**config.mk**
```make
export PLATFORM = sky130hd
export DESIGN_NAME = coef_updater
export DESIGN_NICKNAME = d
export VERILOG_FILES = /design/src/rtl/bssu_pkg.sv /design/src/rtl/step_sched.sv /design/src/rtl/score_nl.sv /design/src/rtl/coef_rmw.sv /design/src/rtl/coef_updater.sv
export SDC_FILE = /design/constraint.sdc
export NUM_CORES = 2
export LEC_CHECK = 0
export BUFFER_PORTS_ARGS = -buffer_cell sky130_fd_sc_hd__buf_4
export CAP_MARGIN = 20
export CORE_MARGIN = 10
export CORE_UTILIZATION = 61
export DETAILED_ROUTE_END_ITERATION = 10
export PLACE_DENSITY_LB_ADDON = 0.08
export SYNTH_ARGS = -nofsm -noshare
export SYNTH_HDL_FRONTEND = slang
export SYNTH_HIERARCHICAL = 1
export SYNTH_SLANG_ARGS = --single-unit
```
**constraint.sdc**
```tcl
create_clock -name clk -period 8.8 [get_ports clk]
set_clock_uncertainty 0.1 [all_clocks]
set_input_delay 0 -clock clk [delete_from_list [all_inputs] [get_ports clk]]
set_output_delay 0 -clock clk [all_outputs]
set_load 0.005 [all_outputs]
```
**src/rtl/bssu_pkg.sv**
```systemverilog
// Package: default sizes shared by the coefficient updater and its bench.
// Assumes: the top module takes these as parameter defaults.
package bssu_pkg;
    localparam int DEF_TAPS      = 161;  // coefficients per cross filter
    localparam int DEF_U_W       = 16;   // sample width
    localparam int DEF_U_FRAC    = 12;   // sample fraction bits
    localparam int DEF_LAM_W     = 24;   // step register width (all fraction)
    localparam int DEF_COEF_W    = 24;   // coefficient width
    localparam int DEF_COEF_FRAC = 20;   // coefficient fraction bits
    localparam int DEF_LAM_STEP  = 201;  // step decrement per pass
    localparam int DEF_MAX_ITER  = 50;   // passes until the step reaches zero
endpackage

```
**src/rtl/step_sched.sv**
```systemverilog
// step_sched: holds the learning step as a pure-fraction register.
// It loads STEP*MAX_ITER on reset, drops by STEP on each iter_done
// pulse and sticks at zero.
// Assumes: iter_done is a single-cycle pulse per completed pass.
module step_sched #(
    parameter int LAM_W    = 24,
    parameter int LAM_STEP = 201,
    parameter int MAX_ITER = 50
) (
    input  logic             clk,
    input  logic             rst_n,
    input  logic             iter_done,
    output logic [LAM_W-1:0] lam
);
    localparam logic [LAM_W-1:0] STEP_L = LAM_W'(LAM_STEP);
    localparam logic [LAM_W-1:0] INIT_L = LAM_W'(LAM_STEP * MAX_ITER);

    // Linear ramp: reload on reset, subtract per pass, clamp at zero.
    always_ff @(posedge clk) begin
        if (!rst_n) begin
            lam <= INIT_L;
        end else if (iter_done) begin
            lam <= (lam > STEP_L) ? (lam - STEP_L) : '0;
        end
    end

    // a pass with room to spare lowers the step by exactly one decrement
    a_r2_step_down: assert property (@(posedge clk) disable iff (!rst_n)
        (iter_done && lam >= STEP_L) |=> (lam == $past(lam) - STEP_L));
    // once zero, the step never rises again until reset
    a_r3_zero_sticks: assert property (@(posedge clk) disable iff (!rst_n)
        (lam == '0) |=> (lam == '0));
    // a pass that would underflow lands on zero
    a_r3_clamp: assert property (@(posedge clk) disable iff (!rst_n)
        (iter_done && lam < STEP_L) |=> (lam == '0));
endmodule

```
**src/rtl/score_nl.sv**
```systemverilog
// score_nl: combinational score g = 1 - 2*y, with y a piecewise-linear
// logistic (0.5 + u/8 clipped to [0,1]). So g = -u/4 clipped to +/-1.
// Assumes: u has U_FRAC fraction bits and g is returned with the same
// fraction count.
module score_nl #(
    parameter int U_W    = 16,
    parameter int U_FRAC = 12,
    localparam int G_W   = U_FRAC + 2
) (
    input  logic signed [U_W-1:0] u,
    output logic signed [G_W-1:0] g
);
    localparam logic signed [U_W:0] ONE_X = (U_W+1)'(2 ** U_FRAC);
    localparam logic signed [G_W-1:0] ONE_G = G_W'(2 ** U_FRAC);

    logic signed [U_W:0] neg_q;

    // Slope stage: negate a quarter of the sample in one extra bit.
    always_comb begin
        neg_q = -($signed({u[U_W-1], u}) >>> 2);
    end

    generate
        if (U_W - U_FRAC >= 4) begin : g_clip
            // Clip stage: samples beyond +/-4.0 pin the score at -/+1.
            always_comb begin
                if (neg_q > ONE_X)       g = ONE_G;
                else if (neg_q < -ONE_X) g = -ONE_G;
                else                     g = neg_q[G_W-1:0];
            end
        end else begin : g_noclip
            // Sample range never reaches +/-4.0, so no clip is needed.
            always_comb begin
                g = neg_q[G_W-1:0];
            end
        end
    endgenerate

    // the score stays within +/-1 and never shares the sign of u
    always_comb begin
        a_r4_range: assert (g <= ONE_G && g >= -ONE_G);
        a_r4_sign:  assert (!(u > 0 && g > 0) && !(u < 0 && g < 0));
    end
endmodule

```
**src/rtl/coef_rmw.sv**
```systemverilog
// coef_rmw: two-stage read-modify-write of one coefficient per cycle.
// Stage 0 (in the caller) issues the read. Stage 1 takes the memory data
// (or the value written at the edge where the read happened), adds the
// scaled product with saturation, and drives the write.
// Assumes: the memory has a registered read port returning data one cycle
// after the address, and a read that meets a write at the same edge
// returns the old value.
module coef_rmw #(
    parameter int ADDR_W = 9,
    parameter int COEF_W = 24,
    parameter int KW     = 26,
    parameter int PW     = 32,
    parameter int SH     = 28
) (
    input  logic                     clk,
    input  logic                     rst_n,
    input  logic                     req_valid,
    input  logic [ADDR_W-1:0]        req_addr,
    input  logic signed [KW-1:0]     req_k,
    input  logic signed [PW-1:0]     req_p,
    input  logic [COEF_W-1:0]        rd_data,
    output logic                     wr_en,
    output logic [ADDR_W-1:0]        wr_addr,
    output logic [COEF_W-1:0]        wr_data
);
    localparam int PROD_W = KW + PW;
    localparam logic signed [PROD_W-1:0] C_MAX =
        {{(PROD_W-COEF_W+1){1'b0}}, {(COEF_W-1){1'b1}}};
    localparam logic signed [PROD_W-1:0] C_MIN =
        {{(PROD_W-COEF_W+1){1'b1}}, {(COEF_W-1){1'b0}}};

    logic                     s1_v;
    logic [ADDR_W-1:0]        s1_a;
    logic signed [KW-1:0]     s1_k;
    logic signed [PW-1:0]     s1_p;
    logic                     fw_v;
    logic [ADDR_W-1:0]        fw_a;
    logic [COEF_W-1:0]        fw_d;
    logic [COEF_W-1:0]        base;
    logic signed [PROD_W-1:0] prod;
    logic signed [PROD_W-1:0] sum;

    // Stage 1 registers: request captured alongside the memory read.
    always_ff @(posedge clk) begin
        if (!rst_n) begin
            s1_v <= 1'b0;
            s1_a <= '0;
            s1_k <= '0;
            s1_p <= '0;
        end else begin
            s1_v <= req_valid;
            s1_a <= req_addr;
            s1_k <= req_k;
            s1_p <= req_p;
        end
    end

    // Forward register: the write that coincided with the next read.
    always_ff @(posedge clk) begin
        if (!rst_n) begin
            fw_v <= 1'b0;
            fw_a <= '0;
            fw_d <= '0;
        end else begin
            fw_v <= s1_v;
            fw_a <= s1_a;
            fw_d <= wr_data;
        end
    end

    // Update datapath: choose the fresh base, add the shifted product, saturate.
    always_comb begin
        base = (fw_v && fw_a == s1_a) ? fw_d : rd_data;
        prod = $signed({{(PROD_W-KW){s1_k[KW-1]}}, s1_k})
             * $signed({{(PROD_W-PW){s1_p[PW-1]}}, s1_p});
        sum  = $signed({{(PROD_W-COEF_W){base[COEF_W-1]}}, base}) + (prod >>> SH);
        if (sum > C_MAX)      wr_data = C_MAX[COEF_W-1:0];
        else if (sum < C_MIN) wr_data = C_MIN[COEF_W-1:0];
        else                  wr_data = sum[COEF_W-1:0];
        wr_en   = s1_v;
        wr_addr = s1_a;
    end

    // a forwarded base always comes from the write one cycle earlier
    a_r8_fwd_source: assert property (@(posedge clk) disable iff (!rst_n)
        fw_v |-> $past(wr_en));
endmodule

```
**src/rtl/coef_updater.sv**
```systemverilog
// coef_updater: adaptive-step learning update for the two cross filters.
// Stage 0 checks the tap, issues the coefficient read and forms
// K = lam*g and the sample product. coef_rmw finishes the accumulate
// one cycle later.
// Assumes: an external dual-port coefficient memory with registered read,
// addressed {select, tap}.
module coef_updater
    import bssu_pkg::*;
#(
    parameter int TAPS      = DEF_TAPS,
    parameter int U_W       = DEF_U_W,
    parameter int U_FRAC    = DEF_U_FRAC,
    parameter int LAM_W     = DEF_LAM_W,
    parameter int COEF_W    = DEF_COEF_W,
    parameter int COEF_FRAC = DEF_COEF_FRAC,
    parameter int LAM_STEP  = DEF_LAM_STEP,
    parameter int MAX_ITER  = DEF_MAX_ITER,
    localparam int TAP_W    = $clog2(TAPS),
    localparam int ADDR_W   = TAP_W + 1
) (
    input  logic                  clk,
    input  logic                  rst_n,
    input  logic                  iter_done,
    input  logic                  upd_valid,
    input  logic                  upd_sel,
    input  logic [TAP_W-1:0]      upd_tap,
    input  logic signed [U_W-1:0] upd_ui,
    input  logic signed [U_W-1:0] upd_uj,
    output logic                  mem_rd_en,
    output logic [ADDR_W-1:0]     mem_rd_addr,
    input  logic [COEF_W-1:0]     mem_rd_data,
    output logic                  mem_wr_en,
    output logic [ADDR_W-1:0]     mem_wr_addr,
    output logic [COEF_W-1:0]     mem_wr_data
);
    localparam int G_W   = U_FRAC + 2;
    localparam int KW    = LAM_W + 2;
    localparam int PW    = 2 * U_W;
    localparam int KP_W  = LAM_W + 1 + G_W;
    localparam int SH    = LAM_W + 2 * U_FRAC - COEF_FRAC;

    logic [LAM_W-1:0]        lam;
    logic signed [G_W-1:0]   g;
    logic signed [KP_W-1:0]  k_full;
    logic signed [KW-1:0]    k_val;
    logic signed [PW-1:0]    p_val;
    logic                    tap_ok;

    step_sched #(.LAM_W(LAM_W), .LAM_STEP(LAM_STEP), .MAX_ITER(MAX_ITER)) u_sched (
        .clk       (clk),
        .rst_n     (rst_n),
        .iter_done (iter_done),
        .lam       (lam)
    );

    score_nl #(.U_W(U_W), .U_FRAC(U_FRAC)) u_score (
        .u (upd_ui),
        .g (g)
    );

    // Stage 0: range check, read issue, gain and sample product.
    always_comb begin
        tap_ok      = (32'(upd_tap) < TAPS);
        mem_rd_en   = upd_valid && tap_ok;
        mem_rd_addr = {upd_sel, upd_tap};
        k_full      = $signed({{(KP_W-LAM_W){1'b0}}, lam})
                    * $signed({{(KP_W-G_W){g[G_W-1]}}, g});
        k_val       = KW'(k_full >>> U_FRAC);
        p_val       = $signed({{U_W{upd_ui[U_W-1]}}, upd_ui})
                    * $signed({{U_W{upd_uj[U_W-1]}}, upd_uj});
    end

    coef_rmw #(.ADDR_W(ADDR_W), .COEF_W(COEF_W), .KW(KW), .PW(PW), .SH(SH)) u_rmw (
        .clk       (clk),
        .rst_n     (rst_n),
        .req_valid (mem_rd_en),
        .req_addr  (mem_rd_addr),
        .req_k     (k_val),
        .req_p     (p_val),
        .rd_data   (mem_rd_data),
        .wr_en     (mem_wr_en),
        .wr_addr   (mem_wr_addr),
        .wr_data   (mem_wr_data)
    );

    // every read is followed by a write in the next cycle
    a_r7_write_follows: assert property (@(posedge clk) disable iff (!rst_n)
        mem_rd_en |=> mem_wr_en);
    // no write without a read one cycle earlier
    a_r10_no_write_alone: assert property (@(posedge clk) disable iff (!rst_n)
        !mem_rd_en |=> !mem_wr_en);
    // the write goes to the address read one cycle earlier
    a_r6_same_addr: assert property (@(posedge clk) disable iff (!rst_n)
        mem_rd_en |=> (mem_wr_addr == $past(mem_rd_addr)));
endmodule

```
==> out/results.ini <==
[place]
io_buffers = 112
dp.cells = 7745
gp_congestion = 0.9286
dp_hpwl_mm = 128.6
placed_area_mm2 = 0.06198

[cells_and_area]
layoutNonFillerInstCount = 7870
n_fill_cell = 7116
syn_to_final_growth_pct = 15.57
multiInputGateArea_mm2 = 0.04826
drive_gt1_share_pct = 16.28
regArea_mm2 = 0.002661
final_area_mm2 = 0.06490
nets = 8513
antennaDiodeCount = 0

[critical_path]
critPathKind = flop to primary output
rr_startpoint = u_rmw/s1_k[13]
cp-start-kind = flop
critPathRequiredTime_ns = 8.70
critPathMaxFanout = 8
crit_arrival_ns = 9.91
slowest_stage = fa_2
slowest_delay_ns = 0.62
worst-r2r-setup-slack_ns = -0.69
worst_setup_path_end_kind = primary output
r2r_cells = 38
cp_num_buf_inv = 10
path_delay_family = adder cells
r2r_end = u_rmw/fw_d[3]

[global_route]
grt_max_degree = 36
grt.total_usage_pct = 31.27
grt_pass1_wl_mm = 255.9
grt_remaining_overflow = 0
antenna_found_initial = 0
first_global_vias = 47060

[detailed_routing]
drt-pass1-iter-count = 5
vias_per_cell = 5.512
vias = 43380
postRouteAntennaNets = 0
wl_per_cell_um = 19.95
drc = 0
finalWirelength_mm = 157.0
drt_iter0_markers = 3044

[logic_synthesis]
synth_edf_count = 0
synthFlopType = dfxtp_1
yosysTopAreaCell = fa_1
synthTopCellsByArea = fa_1 (49%), inv_1 (10%), ha_1 (8.8%)
yosys_warnings = 6
syn-instance-count = 6220
netlist.area_leader.share_pct = 49.09
synth_area_per_cell_um2 = 9.028
synth_common_cells = inv_1 (1495), fa_1 (1377), nand2_1 (853), and2_1 (649), ha_1 (396)
synth_nets = 8062
yosysMostFrequentCell = inv_1
synth-seq-area-share_pct = 4.492
syn-cell-area_mm2 = 0.05616
synthDistinctLibCells = 95
ys_ff_latch = 126
synthArstFlopShare_pct = 0

[die]
initial_core_util_pct = 61.36
rows = 111
dieArea_mm2 = 0.1046
coreArea_mm2 = 0.09152
die_h_um = 323.4
ios = 113
fp.dieW_um = 323.4

[sta]
slew_viol_final = 0
slew_headroom_pct = 41.13
setup_ws_ns = -1.211
setup_viol = 47
hold_viol_final = 0
grt_setup_unrepaired = true
fin_tns_setup_ns = -41.74
period_needed_ns = 10.01
worst_pin_slew_ns = 0.8819
min_period_over_period_pct = 113.8
fmax_mhz = 99.89

[clocking]
cts_inserted_buffers = 17
clock_latency_ns = 0.51
cts_root_buf = clkbuf_16
cts_sinks = 126
clockBufferDepth = 2
cts_tree = built
clk_pin_slew_worst_paths_ns = 0.07
cts.htree.levels = 4

[min_path]
hold_depth = 4
whs_endpoint = u_rmw/s1_p[1]
hold_path_class = primary input to flop
min-delay-start = upd_ui[0]

[status]
violations = setup timing
outcome = finished with violations

[job]
cap_violations = 0

cell type report:
class                   instances  area share, %
flip-flops and latches        126          4.101
multi-input cells            4316          74.36
inverters                    1497          8.662
well taps                    1186          2.286
repair buffers                713          9.655
clock buffers                  18         0.6767
clock inverters                14         0.2641
through the flow:
| stage | hold slack (ns) | worst slack, ns | utilization, % |
|---|---|---|---|
| 5_1_grt | 0.1251 | -1.562 | 70.91 |
| 2_1_floorplan | -0.01918 | -0.006960 | - |
| 6_report | 0.1067 | -1.211 | 70.91 |
| 4_1_cts | 0.08402 | -1.040 | 70.47 |
| 3_5_place_dp | 0.07767 | -1.126 | 67.72 |
| 3_3_place_gp | 0.08094 | -0.9485 | 67.72 |
flip-flops by register name (all words and copies together), names as in the netlist:
signal,flops
u_rmw/fw_a,9
u_rmw/fw_d,24
u_rmw/fw_v,1
u_rmw/s1_k,26
u_rmw/s1_p,32
u_rmw/wr_addr,9
u_rmw/wr_en,1
u_sched/lam,24
timing repair:
item / in CTS / in global routing
endpoints found under the hold margin: 40 / 0
pin swaps: 126 / 16
gates cloned: 5 / 2
gates resized for setup: 274 / 67
setup buffers: 67 / 8
endpoints found under the setup margin: 48 / 48
hold buffers: 14 / 0
metal layers:
layer  track usage, %  wire length, um  up-vias  share of wire (%)
met2            49.29            72160     1737                 46
met3            5.367            13190      273                8.4
met4            9.865             5163        0                3.3
li1                 -                -    19210                  -
met1            43.95            66470    22160                 42
met5                0                0        -                  0
logic make-up after synthesis:
kind of cell,Yosys count,share of synthesized area [%]
adders and majority gates,1773,57.91
xor gates and xnor gates,159,2.493
AOI/OAI and AO/OA,456,5.436
buffers and inverters,1778,12.04
DFF,126,4.492
muxes,27,0.5347
and+or+nand+nor,1901,17.09
worst max-delay path by stage:
stage / cells after the start / endpoint / startpoint
2_1_floorplan: 36 / u_rmw/fw_d[7] / u_rmw/s1_p[25]
3_3_place_gp: 37 / u_rmw/fw_d[0] / u_rmw/s1_k[13]
3_5_place_dp: 37 / u_rmw/fw_d[0] / u_rmw/s1_k[13]
4_1_cts: 39 / mem_wr_data[6] / u_rmw/s1_k[10]
5_1_grt: 39 / mem_wr_data[9] / u_rmw/s1_k[10]
6_report: 36 / mem_wr_data[9] / u_rmw/s1_k[14]
tightest hold or removal path: stages:
cell and delay (ns):
buf_4 0.20, and2_1 0.16, ha_1 0.17, and2_1 0.14
cell usage in the layout (no fill, tap or decap), drive strengths merged, types with 16 or more instances in the layout:
cell,instances
mux2,24
nand2b,44
nor2,157
inv,1505
xor2,48
fa,1377
clkbuf,20
o21bai,16
and3,18
dfxtp,126
a21oi,104
a211oi,39
nand2,853
a21o,50
nand4,24
o22ai,25
o21ai,103
ha,396
o21a,19
nand3,21
nor4,28
xnor2,111
or3,18
buf,696
nor3,42
and2,649
Power is left out: the tool's default activity adds up to more than one toggle a clock period on the data nets, which glitch-free logic cannot reach.
